--- src/rtl/twin_switch_pkg.sv ---
package twin_switch_pkg;
   localparam int unsigned NUM_REGIONS = 2;

   typedef enum logic {
      SW_RUN   = 1'b0,
      SW_DRAIN = 1'b1
   } sw_state_e;
endpackage

--- src/rtl/tws_frame_tally.sv ---
module tws_frame_tally #(
   parameter int unsigned MAX_FRAMES = 4,
   localparam int unsigned CNT_W = $clog2(MAX_FRAMES + 1)
) (
   input  logic             clk,
   input  logic             rst_n,
   input  logic             in_fire,
   input  logic             in_last,
   input  logic             out_fire,
   input  logic             out_last,
   output logic             mid_frame,
   output logic [CNT_W-1:0] frames_held,
   output logic             drained
);
   logic frame_in;
   logic frame_out;

   assign frame_in  = in_fire & in_last;
   assign frame_out = out_fire & out_last;

   // partial-frame flag on the input side
   always_ff @(posedge clk) begin
      if (!rst_n) begin
         mid_frame <= 1'b0;
      end else if (in_fire) begin
         mid_frame <= ~in_last;
      end
   end

   // completed frames admitted minus frames finished at the output
   always_ff @(posedge clk) begin
      if (!rst_n) begin
         frames_held <= '0;
      end else if (frame_in && !frame_out) begin
         frames_held <= frames_held + 1'b1;
      end else if (frame_out && !frame_in) begin
         frames_held <= frames_held - 1'b1;
      end
   end

   assign drained = (frames_held == '0) && !mid_frame;
endmodule

--- src/rtl/tws_swap_ctrl.sv ---
module tws_swap_ctrl
   import twin_switch_pkg::*;
(
   input  logic                   clk,
   input  logic                   rst_n,
   input  logic                   sw_req,
   input  logic [NUM_REGIONS-1:0] loaded,
   input  logic                   mid_frame,
   input  logic                   drained,
   output logic                   active,
   output logic                   pending,
   output logic                   grant,
   output logic                   draining,
   output logic                   admit_open
);
   sw_state_e state;
   logic      idle_loaded;

   assign idle_loaded = loaded[~active];
   assign draining    = (state == SW_DRAIN);
   assign grant       = (state == SW_RUN) && pending && idle_loaded && !mid_frame;
   assign admit_open  = (state == SW_RUN) && !grant;

   always_ff @(posedge clk) begin
      if (!rst_n) begin
         state   <= SW_RUN;
         active  <= 1'b0;
         pending <= 1'b0;
      end else begin
         unique case (state)
            SW_RUN: begin
               if (grant) begin
                  state <= SW_DRAIN;
               end else if (sw_req) begin
                  pending <= 1'b1;
               end
            end
            SW_DRAIN: begin
               if (drained) begin
                  active  <= ~active;
                  pending <= 1'b0;
                  state   <= SW_RUN;
               end
            end
            default: state <= SW_RUN;
         endcase
      end
   end
endmodule

--- src/rtl/tws_route.sv ---
module tws_route
   import twin_switch_pkg::*;
#(
   parameter int unsigned DATA_W = 8
) (
   input  logic                          active,
   input  logic                          admit_open,
   input  logic                          in_valid,
   output logic                          in_ready,
   input  logic [DATA_W-1:0]             in_data,
   input  logic                          in_last,
   output logic [NUM_REGIONS-1:0]        reg_in_valid,
   input  logic [NUM_REGIONS-1:0]        reg_in_ready,
   output logic [DATA_W-1:0]             reg_in_data,
   output logic                          reg_in_last,
   input  logic [NUM_REGIONS-1:0]        reg_out_valid,
   output logic [NUM_REGIONS-1:0]        reg_out_ready,
   input  logic [NUM_REGIONS*DATA_W-1:0] reg_out_data,
   input  logic [NUM_REGIONS-1:0]        reg_out_last,
   output logic                          out_valid,
   input  logic                          out_ready,
   output logic [DATA_W-1:0]             out_data,
   output logic                          out_last
);
   logic [NUM_REGIONS-1:0] sel;

   for (genvar g = 0; g < NUM_REGIONS; g++) begin : g_region
      assign sel[g]           = (active == 1'(g));
      assign reg_in_valid[g]  = in_valid & admit_open & sel[g];
      assign reg_out_ready[g] = out_ready & sel[g];
   end

   assign reg_in_data = in_data;
   assign reg_in_last = in_last;
   assign in_ready    = admit_open & reg_in_ready[active];

   always_comb begin
      out_valid = 1'b0;
      out_data  = '0;
      out_last  = 1'b0;
      for (int i = 0; i < NUM_REGIONS; i++) begin
         if (sel[i]) begin
            out_valid = reg_out_valid[i];
            out_data  = reg_out_data[i*DATA_W +: DATA_W];
            out_last  = reg_out_last[i];
         end
      end
   end
endmodule

--- src/rtl/twin_region_switch.sv ---
module twin_region_switch
   import twin_switch_pkg::*;
#(
   parameter int unsigned DATA_W     = 8,
   parameter int unsigned MAX_FRAMES = 4
) (
   input  logic                   clk,
   input  logic                   rst_n,
   input  logic                   sw_req_i,
   input  logic [1:0]             region_loaded_i,
   output logic                   active_o,
   input  logic                   in_valid_i,
   output logic                   in_ready_o,
   input  logic [DATA_W-1:0]      in_data_i,
   input  logic                   in_last_i,
   output logic [1:0]             reg_in_valid_o,
   input  logic [1:0]             reg_in_ready_i,
   output logic [DATA_W-1:0]      reg_in_data_o,
   output logic                   reg_in_last_o,
   input  logic [1:0]             reg_out_valid_i,
   output logic [1:0]             reg_out_ready_o,
   input  logic [2*DATA_W-1:0]    reg_out_data_i,
   input  logic [1:0]             reg_out_last_i,
   output logic                   out_valid_o,
   input  logic                   out_ready_i,
   output logic [DATA_W-1:0]      out_data_o,
   output logic                   out_last_o
);
   localparam int unsigned CNT_W = $clog2(MAX_FRAMES + 1);

   if (DATA_W < 1) begin : g_bad_width
      $error("twin_region_switch: DATA_W must be at least 1");
   end
   if (MAX_FRAMES < 1) begin : g_bad_frames
      $error("twin_region_switch: MAX_FRAMES must be at least 1");
   end
   if (NUM_REGIONS != 2) begin : g_bad_regions
      $error("twin_region_switch: exactly two regions are supported");
   end

   logic             admit_open_w;
   logic             mid_w;
   logic             drained_w;
   logic             pending_w;
   logic             grant_w;
   logic             drain_w;
   logic [CNT_W-1:0] held_w;

   tws_swap_ctrl u_ctrl (
      .clk        (clk),
      .rst_n      (rst_n),
      .sw_req     (sw_req_i),
      .loaded     (region_loaded_i),
      .mid_frame  (mid_w),
      .drained    (drained_w),
      .active     (active_o),
      .pending    (pending_w),
      .grant      (grant_w),
      .draining   (drain_w),
      .admit_open (admit_open_w)
   );

   tws_route #(.DATA_W(DATA_W)) u_route (
      .active        (active_o),
      .admit_open    (admit_open_w),
      .in_valid      (in_valid_i),
      .in_ready      (in_ready_o),
      .in_data       (in_data_i),
      .in_last       (in_last_i),
      .reg_in_valid  (reg_in_valid_o),
      .reg_in_ready  (reg_in_ready_i),
      .reg_in_data   (reg_in_data_o),
      .reg_in_last   (reg_in_last_o),
      .reg_out_valid (reg_out_valid_i),
      .reg_out_ready (reg_out_ready_o),
      .reg_out_data  (reg_out_data_i),
      .reg_out_last  (reg_out_last_i),
      .out_valid     (out_valid_o),
      .out_ready     (out_ready_i),
      .out_data      (out_data_o),
      .out_last      (out_last_o)
   );

   tws_frame_tally #(.MAX_FRAMES(MAX_FRAMES)) u_tally (
      .clk         (clk),
      .rst_n       (rst_n),
      .in_fire     (in_valid_i & in_ready_o),
      .in_last     (in_last_i),
      .out_fire    (out_valid_o & out_ready_i),
      .out_last    (out_last_o),
      .mid_frame   (mid_w),
      .frames_held (held_w),
      .drained     (drained_w)
   );
endmodule

--- config.mk ---
export PLATFORM = sky130hd
export DESIGN_NAME = twin_region_switch
export DESIGN_NICKNAME = d
export VERILOG_FILES = /design/src/rtl/twin_switch_pkg.sv /design/src/rtl/tws_frame_tally.sv /design/src/rtl/tws_swap_ctrl.sv /design/src/rtl/tws_route.sv /design/src/rtl/twin_region_switch.sv
export SDC_FILE = /design/constraint.sdc
export NUM_CORES = 1
export LEC_CHECK = 0
export ABC_AREA = 0
export BUFFER_PORTS_ARGS = -buffer_cell sky130_fd_sc_hd__buf_4
export CAP_MARGIN = 10
export CORE_MARGIN = 2
export CORE_UTILIZATION = 36
export CTS_BUF_LIST = sky130_fd_sc_hd__clkbuf_2
export DETAILED_ROUTE_END_ITERATION = 16
export PLACE_DENSITY_LB_ADDON = 0.1
export SLEW_MARGIN = 30
export SYNTH_ARGS = -nofsm -noshare
export SYNTH_HDL_FRONTEND = slang
export SYNTH_SLANG_ARGS = --single-unit
export TNS_END_PERCENT = 5
--- constraint.sdc ---
create_clock -name clk -period 3.4 [get_ports clk]
set_clock_uncertainty 0.15 [all_clocks]
set_input_delay 0.17 -clock clk [delete_from_list [all_inputs] [get_ports clk]]
set_output_delay 0.17 -clock clk [all_outputs]
set_load 0.02 [all_outputs]
==> impl_metrics.tcl, run 1 <==
set metrics [dict create \
    outcome "finished clean" \
    grt_use_total 0.1516 \
    postCtsHoldBufs 0 \
    timing.rr.start "u_ctrl.active" \
    swShare 0.3663 \
    syn-cell-area_um2 610.6 \
    hold_viol 0 \
    n_antenna_cell 0 \
    setup_viol_count_final 0 \
    min_path_type "input port to flop" \
    setup_ws_ps 686.1 \
    viasPerCell 4.721 \
    pwr-share-seq 0.304 \
    r2r_slack_ps 690 \
    p_clk_frac 0.185 \
    cts-root-buf "clkbuf_2" \
    dieArea_mm2 0.002042 \
    gp_congestion 0.7214 \
    drt-initial-drc-count 7 \
    max-slew-margin-rel 0.6027 \
    design_area_um2 920.9 \
    required_ps 3420 \
    cp-start-kind "flop" \
    wl_um 1520 \
    synth.distinct_cells 26 \
    grt_overflow 0 \
    ir_drop_mv 0.2951 \
    yosysWarnings 0 \
    avgSynthCellArea_um2 9.251 \
    syn_nets 106 \
    place_inst 118 \
    worstPathMaxFanout 16 \
    drtPass1Iterations 4 \
    initial_core_util 0.3961 \
    setup.worst_path.class "flop to flop" \
    synthArstFlopShare 0 \
    r2r-end "u_tally.frames_held[2]" \
    crit_arrival_ps 2730 \
    min_to "u_ctrl.pending" \
    insertion_delay_ps 230 \
    drive_above_1_share 0.5943 \
    end_kind "flop" \
    place_ws_ps 689.2 \
    multi_input_comb_area_um2 372.9 \
    finalMaxSlewViolations 0 \
    antenna_found_initial 0 \
    cts.path.max_buffers 2 \
    num_vias 576 \
    area_growth_pct 50.82 \
    powerDensity_mw_per_mm2 371.0 \
    cts_resized 0 \
    htreeDepth 1 \
    ys_seq_elements 7 \
    switchingPower_uw 125.1 \
    hold_slack_ps 43.97 \
    tightest_slew_ps 590.6 \
    cts_num_sinks 7 \
    fill_cells 153 \
    layout.area.seq_um2 140.1 \
    grt_pass1_vias 550 \
    die_x_um 45.19 \
    clk_pin_slew_ps 80 \
    reg2regPathDepth 10 \
    finalNonFillerCells 122 \
    cap_violations 0 \
    min_period_ps 2714 \
    hold_start "sw_req_i" \
    dpl.hpwl_um 1275 \
    p_int_uw 216.5 \
    port_buffers 46 \
    grt_pass1_wl_um 2221 \
    postLayoutCoreUtil 0.5974 \
    rsz0062_at_grt "false" \
    fin_crit_sh 0.7982 \
    fmax_mhz 368.5 \
    postPlaceCellArea_um2 900.9 \
    rows 14 \
    syn_inst 66 \
    post-cts-setup-buffers 0 \
    ant_nets 0 \
    ys_seq_area_frac 0.2295 \
    setup_tns_ps 0 \
    leakage_nw 0.4572 \
    ioPinCount 63 \
    cts_tree "yes" \
    ys.flop_type "dfxtp_1" \
    grt_max_degree 17 \
    wl_per_cell_um 12.46 \
    drc 0 \
    cts_buffers 3 \
    core_area_mm2 0.001541 \
    nNetsFinal 147 \
    worstHoldPathCells 3 \
    pwr-share-comb 0.511 \
    power.total_uw 341.6 \
    synth_edf_count 0 \
    die_h_um 45.19 \
]
[final cells by class]
cell class | count | area share
well taps | 16 | 0.02174
multi-input cells | 44 | 0.4049
inverters | 4 | 0.01630
repair buffers | 47 | 0.3832
flip-flops and latches | 7 | 0.1522
clock buffers | 4 | 0.02174
[metal layers]
| layer | up-vias | wire length [um] | track usage |
|---|---|---|---|
| li1 | 296 | - | - |
| met1 | 251 | 573 | 0.1785 |
| met2 | 25 | 795 | 0.2400 |
| met3 | 4 | 134 | 0.05600 |
| met4 | 0 | 17 | 0.07647 |
| met5 | - | 0 | 0 |
[critical path: stages, from the launching register on]
cell	delay, ps
dfxtp_1	350
buf_4	230
mux2i_1	150
a2111oi_4	360
and2_1	180
ha_1	170
inv_1	60
fa_1	370
xor2_1	150
or3_1	300
a21oi_1	160
[registers in the layout, indices dropped and copies added, names as in the netlist]
name	cells
u_ctrl.draining	1
u_ctrl.active	1
u_tally.frames_held	3
u_ctrl.pending	1
u_tally.mid_frame	1
[layout by cell type (no fill, tap or decap)]
cell type,Yosys,layout
a2111oi_4,1,1
a21o_1,2,2
a21oi_1,2,2
and2_1,3,3
and3_1,1,1
buf_4,9,47
clkbuf_2,0,4
dfxtp_1,7,7
fa_1,1,1
ha_1,1,1
inv_1,4,4
mux2_2,10,10
mux2_4,1,1
mux2i_1,3,3
nand2_1,3,3
nand2b_1,1,1
nand3_1,2,2
nor2_1,3,3
nor2b_1,2,2
nor3_1,2,2
nor4_1,1,1
o21ai_0,1,1
o2bb2ai_1,1,1
or3_1,1,1
xor2_1,2,2
[cell usage after synthesis (2+ instances only)]
cell type  instances  area share
buf_4              9        0.11
mux2i_1            3       0.049
nor2_1             3       0.018
nor3_1             2       0.016
a21o_1             2       0.025
inv_1              4       0.025
mux2_2            10        0.18
and2_1             3       0.031
nand2_1            3       0.018
xor2_1             2       0.029
dfxtp_1            7        0.23
a21oi_1            2       0.016
nor2b_1            2       0.020
nand3_1            2       0.016
[cell families after synthesis]
family	count (synthesis)	synth area share
AOI/OAI and AO/OA	7	0.1086
xor gates and xnor gates	2	0.02869
adders and majority gates	2	0.05328
buffers and inverters	15	0.1598
DFF	7	0.2295
muxes	14	0.2582
and+or+nand+nor	19	0.1619
[worst max path at each step]
stage / slack, ps / start / endpoint
5_1_grt: 500 / u_ctrl.active / u_tally.frames_held[2]
2_1_floorplan: 590 / u_ctrl.active / u_tally.frames_held[2]
6_report: 690 / u_ctrl.active / u_tally.frames_held[2]
3_3_place_gp: 760 / u_ctrl.active / u_tally.frames_held[2]
3_5_place_dp: 690 / u_ctrl.active / u_tally.frames_held[2]
4_1_cts: 670 / u_ctrl.active / u_tally.frames_held[2]
[power groups by stage]
stage	registers [mW]	clock network (mW)	logic (mW)
detailed placement	0.106	0	0.176
finish	0.104	0.0631	0.175
global placement	0.106	0	0.174
floorplan	0.106	0	0.121
global route	0.106	0.0693	0.190
CTS	0.104	0.0655	0.176
Note: power is estimated with default switching activity, not from simulation.
==> run 2, diff against run 1 <==
--- a/config.mk
+++ b/config.mk
@@ -5,7 +5,7 @@
 export SDC_FILE = /design/constraint.sdc
 export NUM_CORES = 1
 export LEC_CHECK = 0
-export ABC_AREA = 0
+export ABC_AREA = 1
 export BUFFER_PORTS_ARGS = -buffer_cell sky130_fd_sc_hd__buf_4
 export CAP_MARGIN = 10
 export CORE_MARGIN = 2
==> constraint.sdc (replaced) <==
create_clock -name clk -period 2.6 [get_ports clk]
set_clock_uncertainty 0.15 [all_clocks]
set_input_delay 0.13 -clock clk [delete_from_list [all_inputs] [get_ports clk]]
set_output_delay 0.13 -clock clk [all_outputs]
set_load 0.02 [all_outputs]
==> impl_metrics.tcl, run 2 <==
set metrics [dict create \
    synth_most_common_cell "nand2_1" \
    synth_edf_count 0 \
    required_ps 2570 \
    synthXorXnorAreaFrac 0 \
    initial_core_util 0.3770 \
    antenna_found_initial 0 \
    ys_seq_area_frac 0.2200 \
    finalNonFillerCells 157 \
    largest-register "u_tally.frames_held" \
    grt_overflow 0 \
    synth_common_cells "nand2_1 (39), inv_1 (10), buf_4 (9)" \
    rows 15 \
    powerDensity_mw_per_mm2 419.0 \
    ir_drop_mv 0.2808 \
    slowest_stage "dfxtp_2" \
    nNetsFinal 181 \
    setup_viol_count_final 0 \
    synthAdderAreaFrac 0.05108 \
    end_kind "flop" \
    ant_nets 0 \
    ys.flop_type "dfxtp_1" \
    critical_path_buf_inv_count 2 \
    min_period_ps 2319 \
    die_x_um 46.06 \
    avgSynthCellArea_um2 6.306 \
    grt_max_degree 16 \
    ioPinCount 63 \
    dpl.hpwl_um 1449 \
    num_vias 726 \
    leakage_nw 0.5296 \
    core_area_mm2 0.001689 \
    layout_common_cells "buf_4 (47), nand2_1 (39), inv_1 (10)" \
    worstPathCellList "inv_6 > nand2_4 > nand2_2 > nand2_4 > nand4_4 > nor2_2 > ha_1 > inv_1 > fa_1 > a21oi_1 > o21ai_0 > o21ai_0 > a21oi_1" \
    tightest_slew_ps 212.3 \
    clk_pin_slew_ps 80 \
    post-cts-setup-buffers 0 \
    area_growth_pct 48.13 \
    largest_reg_flops 3 \
    die_h_um 46.06 \
    drive_above_1_share 0.4286 \
    grt_use_total 0.1644 \
    n_antenna_cell 0 \
    insertion_delay_ps 230 \
    synth_top_area_cell "nand2_1" \
    synth.distinct_cells 20 \
    wl_um 1792 \
    power.total_uw 395.3 \
    syn_nets 141 \
    gp_congestion 0.7237 \
    synthMuxAreaShare 0 \
    crit_arrival_ps 2290 \
    cts.path.max_buffers 2 \
    wl_per_cell_um 11.41 \
    min_path_type "input port to flop" \
    cts_buffers 3 \
    rsz0062_at_grt "false" \
    max-slew-margin-rel 0.8570 \
    yosysTopAreaCellShare 0.2299 \
    critPathMaxStageDelay_ps 450 \
    htreeDepth 1 \
    setup.worst_path.class "flop to flop" \
    cp-start-kind "flop" \
    drtPass1Iterations 4 \
    yosysWarnings 0 \
    synth_area_leaders "nand2_1 (23%), dfxtp_1 (22%), buf_4 (11%)" \
    hold_viol 0 \
    synth_compound_area_frac 0.09823 \
    syn_inst 101 \
    drc 0 \
    fmax_mhz 431.2 \
    mostFrequentLayoutCell "buf_4" \
    synthArstFlopShare 0 \
    grt_pass1_vias 594 \
    port_buffers 46 \
    synthSimpleGateAreaFrac 0.4185 \
    cts_tree "yes" \
    drt-initial-drc-count 11 \
    postCtsHoldBufs 0 \
    path_delay_family "adder cells" \
    worstPathMaxFanout 15 \
    ys_seq_elements 7 \
    syn-cell-area_um2 636.9 \
    cap_violations 0 \
    finalMaxSlewViolations 0 \
    cts_num_sinks 7 \
    place_inst 153 \
    synth_top_family_by_area "simple AND/OR/NAND/NOR gates" \
    cts-root-buf "clkbuf_2" \
    grt_pass1_wl_um 2553 \
    setup_tns_ps 0 \
    outcome "finished clean" \
    fin_crit_sh 0.8919 \
    dieArea_mm2 0.002122 \
    viasPerCell 4.624 \
]
[run 2: changes by cell type in the layout (fill, tap and decap cells not counted), moves of 3 or more]
| cell | previous run | this run |
|---|---|---|
| a21oi_1 | 2 | 6 |
| and2_1 | 3 | 0 |
| inv_1 | 4 | 10 |
| mux2_2 | 10 | 0 |
| mux2i_1 | 3 | 0 |
| nand2_1 | 3 | 39 |
| o21ai_0 | 1 | 5 |
[run 2: kinds of logic (layout without fill, tap and decap cells)]
logic type               Yosys count  in the layout
AO/OA/AOI/OAI                     12             12
adder cells (fa/ha/maj)            2              2
buffers and inverters             23             62
flip-flops                         7              7
AND/OR/NAND/NOR                   57             57
[run 2: path summary, 6_finish.rpt]
path / start / cells after the start / slack [ps] / to
hold reg to reg: u_ctrl.pending / 2 / 300 / u_ctrl.pending
hold / removal: sw_req_i / 3 / 30 / u_ctrl.pending
setup / recovery: u_ctrl.active / 13 / 280 / u_tally.frames_held[2]
setup reg to reg: u_ctrl.active / 13 / 280 / u_tally.frames_held[2]
[run 2: per-stage QoR]
| stage | area [um^2] | hold slack [ps] | utilization | worst slack [ps] |
|---|---|---|---|---|
| final | 943.4 | 26.69 | 0.5585 | 281.0 |
| after global routing | 943.4 | 12.77 | 0.5585 | 66.05 |
| after CTS | 942.2 | 12.78 | 0.5578 | 149.5 |
| after detailed placement | 922.1 | 110.1 | 0.5459 | 161.0 |
| after global placement | 922.1 | 110.1 | 0.5459 | 253.1 |
| after floorplan | 636.9 | 105.1 | - | 347.4 |
[run 2: cell type report]
class                      instances  area (um^2)
timing repair buffer              47        352.8
sequential                         7        141.4
clock buffer                       4        20.02
inverter                          11        46.29
tap                               17        21.27
multi-input combinational         71        361.6
fill                             170        745.7
[run 2: what timing repair did]
item | 4_1_cts | 5_1_grt
resized for setup | 0 | 1
setup endpoints to repair | 0 | 1
hold endpoints to repair | 0 | 0
[run 2: metal layers]
metal  track usage  up-vias  wire length [um]
met4       0.04000        0                 9
met5             0        -                 0
met3       0.04314        2               178
met2        0.2639       43               789
li1              -      380                 -
met1        0.2180      301               814
[run 2: worst reg2reg max path: cells and delay by family (launching register included)]
kind                     cells  cell delay, ps
AND/OR/NAND/NOR              5             420
flip-flops                   1             450
AO/OA/AOI/OAI                4             470
adder cells (fa/ha/maj)      2             550
buffers and inverters        2             170
[run 2: power breakdown]
part | switching [mW] | internal, mW | total, mW
logic | 0.0984 | 0.0877 | 0.186
registers | 0.0101 | 0.119 | 0.129
clock network | 0.0395 | 0.0409 | 0.0804
==> run 3, diff against run 2 <==
--- a/config.mk
+++ b/config.mk
@@ -12,7 +12,7 @@
 export CORE_UTILIZATION = 36
 export CTS_BUF_LIST = sky130_fd_sc_hd__clkbuf_2
 export DETAILED_ROUTE_END_ITERATION = 16
-export PLACE_DENSITY_LB_ADDON = 0.1
+export PLACE_DENSITY = 0.78
 export SLEW_MARGIN = 30
 export SYNTH_ARGS = -nofsm -noshare
 export SYNTH_HDL_FRONTEND = slang
==> impl_metrics.tcl, run 3 (same netlist as run 2, synthesis figures left out) <==
set metrics [dict create \
    postCtsHoldBufs 0 \
    tightest_slew_ps 218.3 \
    cp-start-kind "flop" \
    fmax_mhz 421.6 \
    drive_above_1_share 0.4286 \
    drc 0 \
    dieArea_mm2 0.002122 \
    wl_per_cell_um 11.36 \
    wl_met1_um 693 \
    highest-signal-layer "met4" \
    rows 15 \
    cts-root-buf "clkbuf_2" \
    crit_arrival_ps 2340 \
    setup_tns_ps 0 \
    n_antenna_cell 0 \
    drtPass1Iterations 4 \
    grt_pass1_wl_um 2684 \
    cts_num_sinks 7 \
    ir_drop_mv 0.2542 \
    finalMaxSlewViolations 0 \
    dpl.hpwl_um 1489 \
    min_path_type "input port to flop" \
    area_growth_pct 48.13 \
    nNetsFinal 181 \
    viasPerCell 4.809 \
    wl_met3_um 198 \
    end_kind "flop" \
    max-slew-margin-rel 0.8529 \
    mostFrequentLayoutCell "buf_4" \
    num_vias 755 \
    powerDensity_mw_per_mm2 420.1 \
    grt_max_degree 16 \
    die_x_um 46.06 \
    setup_viol_count_final 0 \
    wl_um 1783 \
    antenna_found_initial 0 \
    hold_viol 0 \
    wl_met2_um 855 \
    postPlaceCellArea_um2 922.1 \
    ioPinCount 63 \
    layout_common_cells "buf_4 (47), nand2_1 (39), inv_1 (10)" \
    initial_core_util 0.3770 \
    grt_pass1_vias 701 \
    ant_nets 0 \
    setup.worst_path.class "flop to flop" \
    drt-initial-drc-count 18 \
    port_buffers 46 \
    worstPathMaxFanout 15 \
    required_ps 2570 \
    design_area_um2 943.4 \
    cts_tree "yes" \
    fin_crit_sh 0.9123 \
    grt_overflow 0 \
    cts_buffers 3 \
    clk_pin_slew_ps 80 \
    htreeDepth 1 \
    post-cts-setup-buffers 0 \
    outcome "finished clean" \
    insertion_delay_ps 230 \
    cts.path.max_buffers 2 \
    core_area_mm2 0.001689 \
    cap_violations 0 \
    grt_use_total 0.1720 \
    largest_reg_flops 3 \
    min_period_ps 2372 \
    rsz0062_at_grt "false" \
    gp_congestion 0.7769 \
    die_h_um 46.06 \
    largest-register "u_tally.frames_held" \
    leakage_nw 0.5296 \
]
-- run 3: power by group --
part / switching (mW) / internal (mW) / total, mW / leakage, nW
combinational: 0.100 / 0.0878 / 0.188 / 0.455
clock: 0.0396 / 0.0409 / 0.0805 / 0.0166
sequential: 0.00901 / 0.119 / 0.128 / 0.0580
total: 0.149 / 0.247 / 0.396 / 0.530
-- run 3: layer usage --
layer	up-vias	track usage
met5	-	0
met4	0	0.09714
met3	4	0.03529
met2	48	0.3139
met1	323	0.1790
li1	380	-
-- run 3: through the flow --
stage	hold WS, ps	total power [mW]	setup slack (ps)	cells	util
floorplan	105.1	0.2517	347.4	101	-
global placement	110.1	0.3118	306.9	153	0.5459
detailed placement	110.1	0.3171	160.7	153	0.5459
CTS	18.53	0.4001	118.9	157	0.5578
global route	4.749	0.4277	91.82	157	0.5585
finish	25.77	0.3963	228.1	157	0.5585
-- run 3: final timing paths --
| path | start | end | slack, ps | cells after the start |
|---|---|---|---|---|
| worst max-delay path | u_ctrl.active | u_tally.frames_held[2] | 230 | 13 |
| worst min-delay path | rst_n | u_ctrl.active | 30 | 3 |
| worst max register to register | u_ctrl.active | u_tally.frames_held[2] | 230 | 13 |
| worst min register to register | u_ctrl.pending | u_ctrl.pending | 300 | 2 |
-- run 3: worst max-delay path, cell delays in order (launching register included) --
cell and delay (ps):
dfxtp_2 440, inv_6 90, nand2_4 60, nand2_2 50
nand2_4 100, nand4_4 80, nor2_2 140, ha_1 170
inv_1 70, fa_1 390, a21oi_1 160, o21ai_0 120
o21ai_0 180, a21oi_1 60
-- run 3: what timing repair did --
action	CTS	global route
setup endpoints to repair	0	1
hold endpoints to repair	0	0
gates resized for setup	0	1
-- run 3: layout make-up --
class,instances,area (um^2)
multi-input combinational,71,361.6
inverter,11,46.29
timing repair buffer,47,352.8
clock buffer,4,20.02
sequential,7,141.4
fill,169,745.7
tap,17,21.27
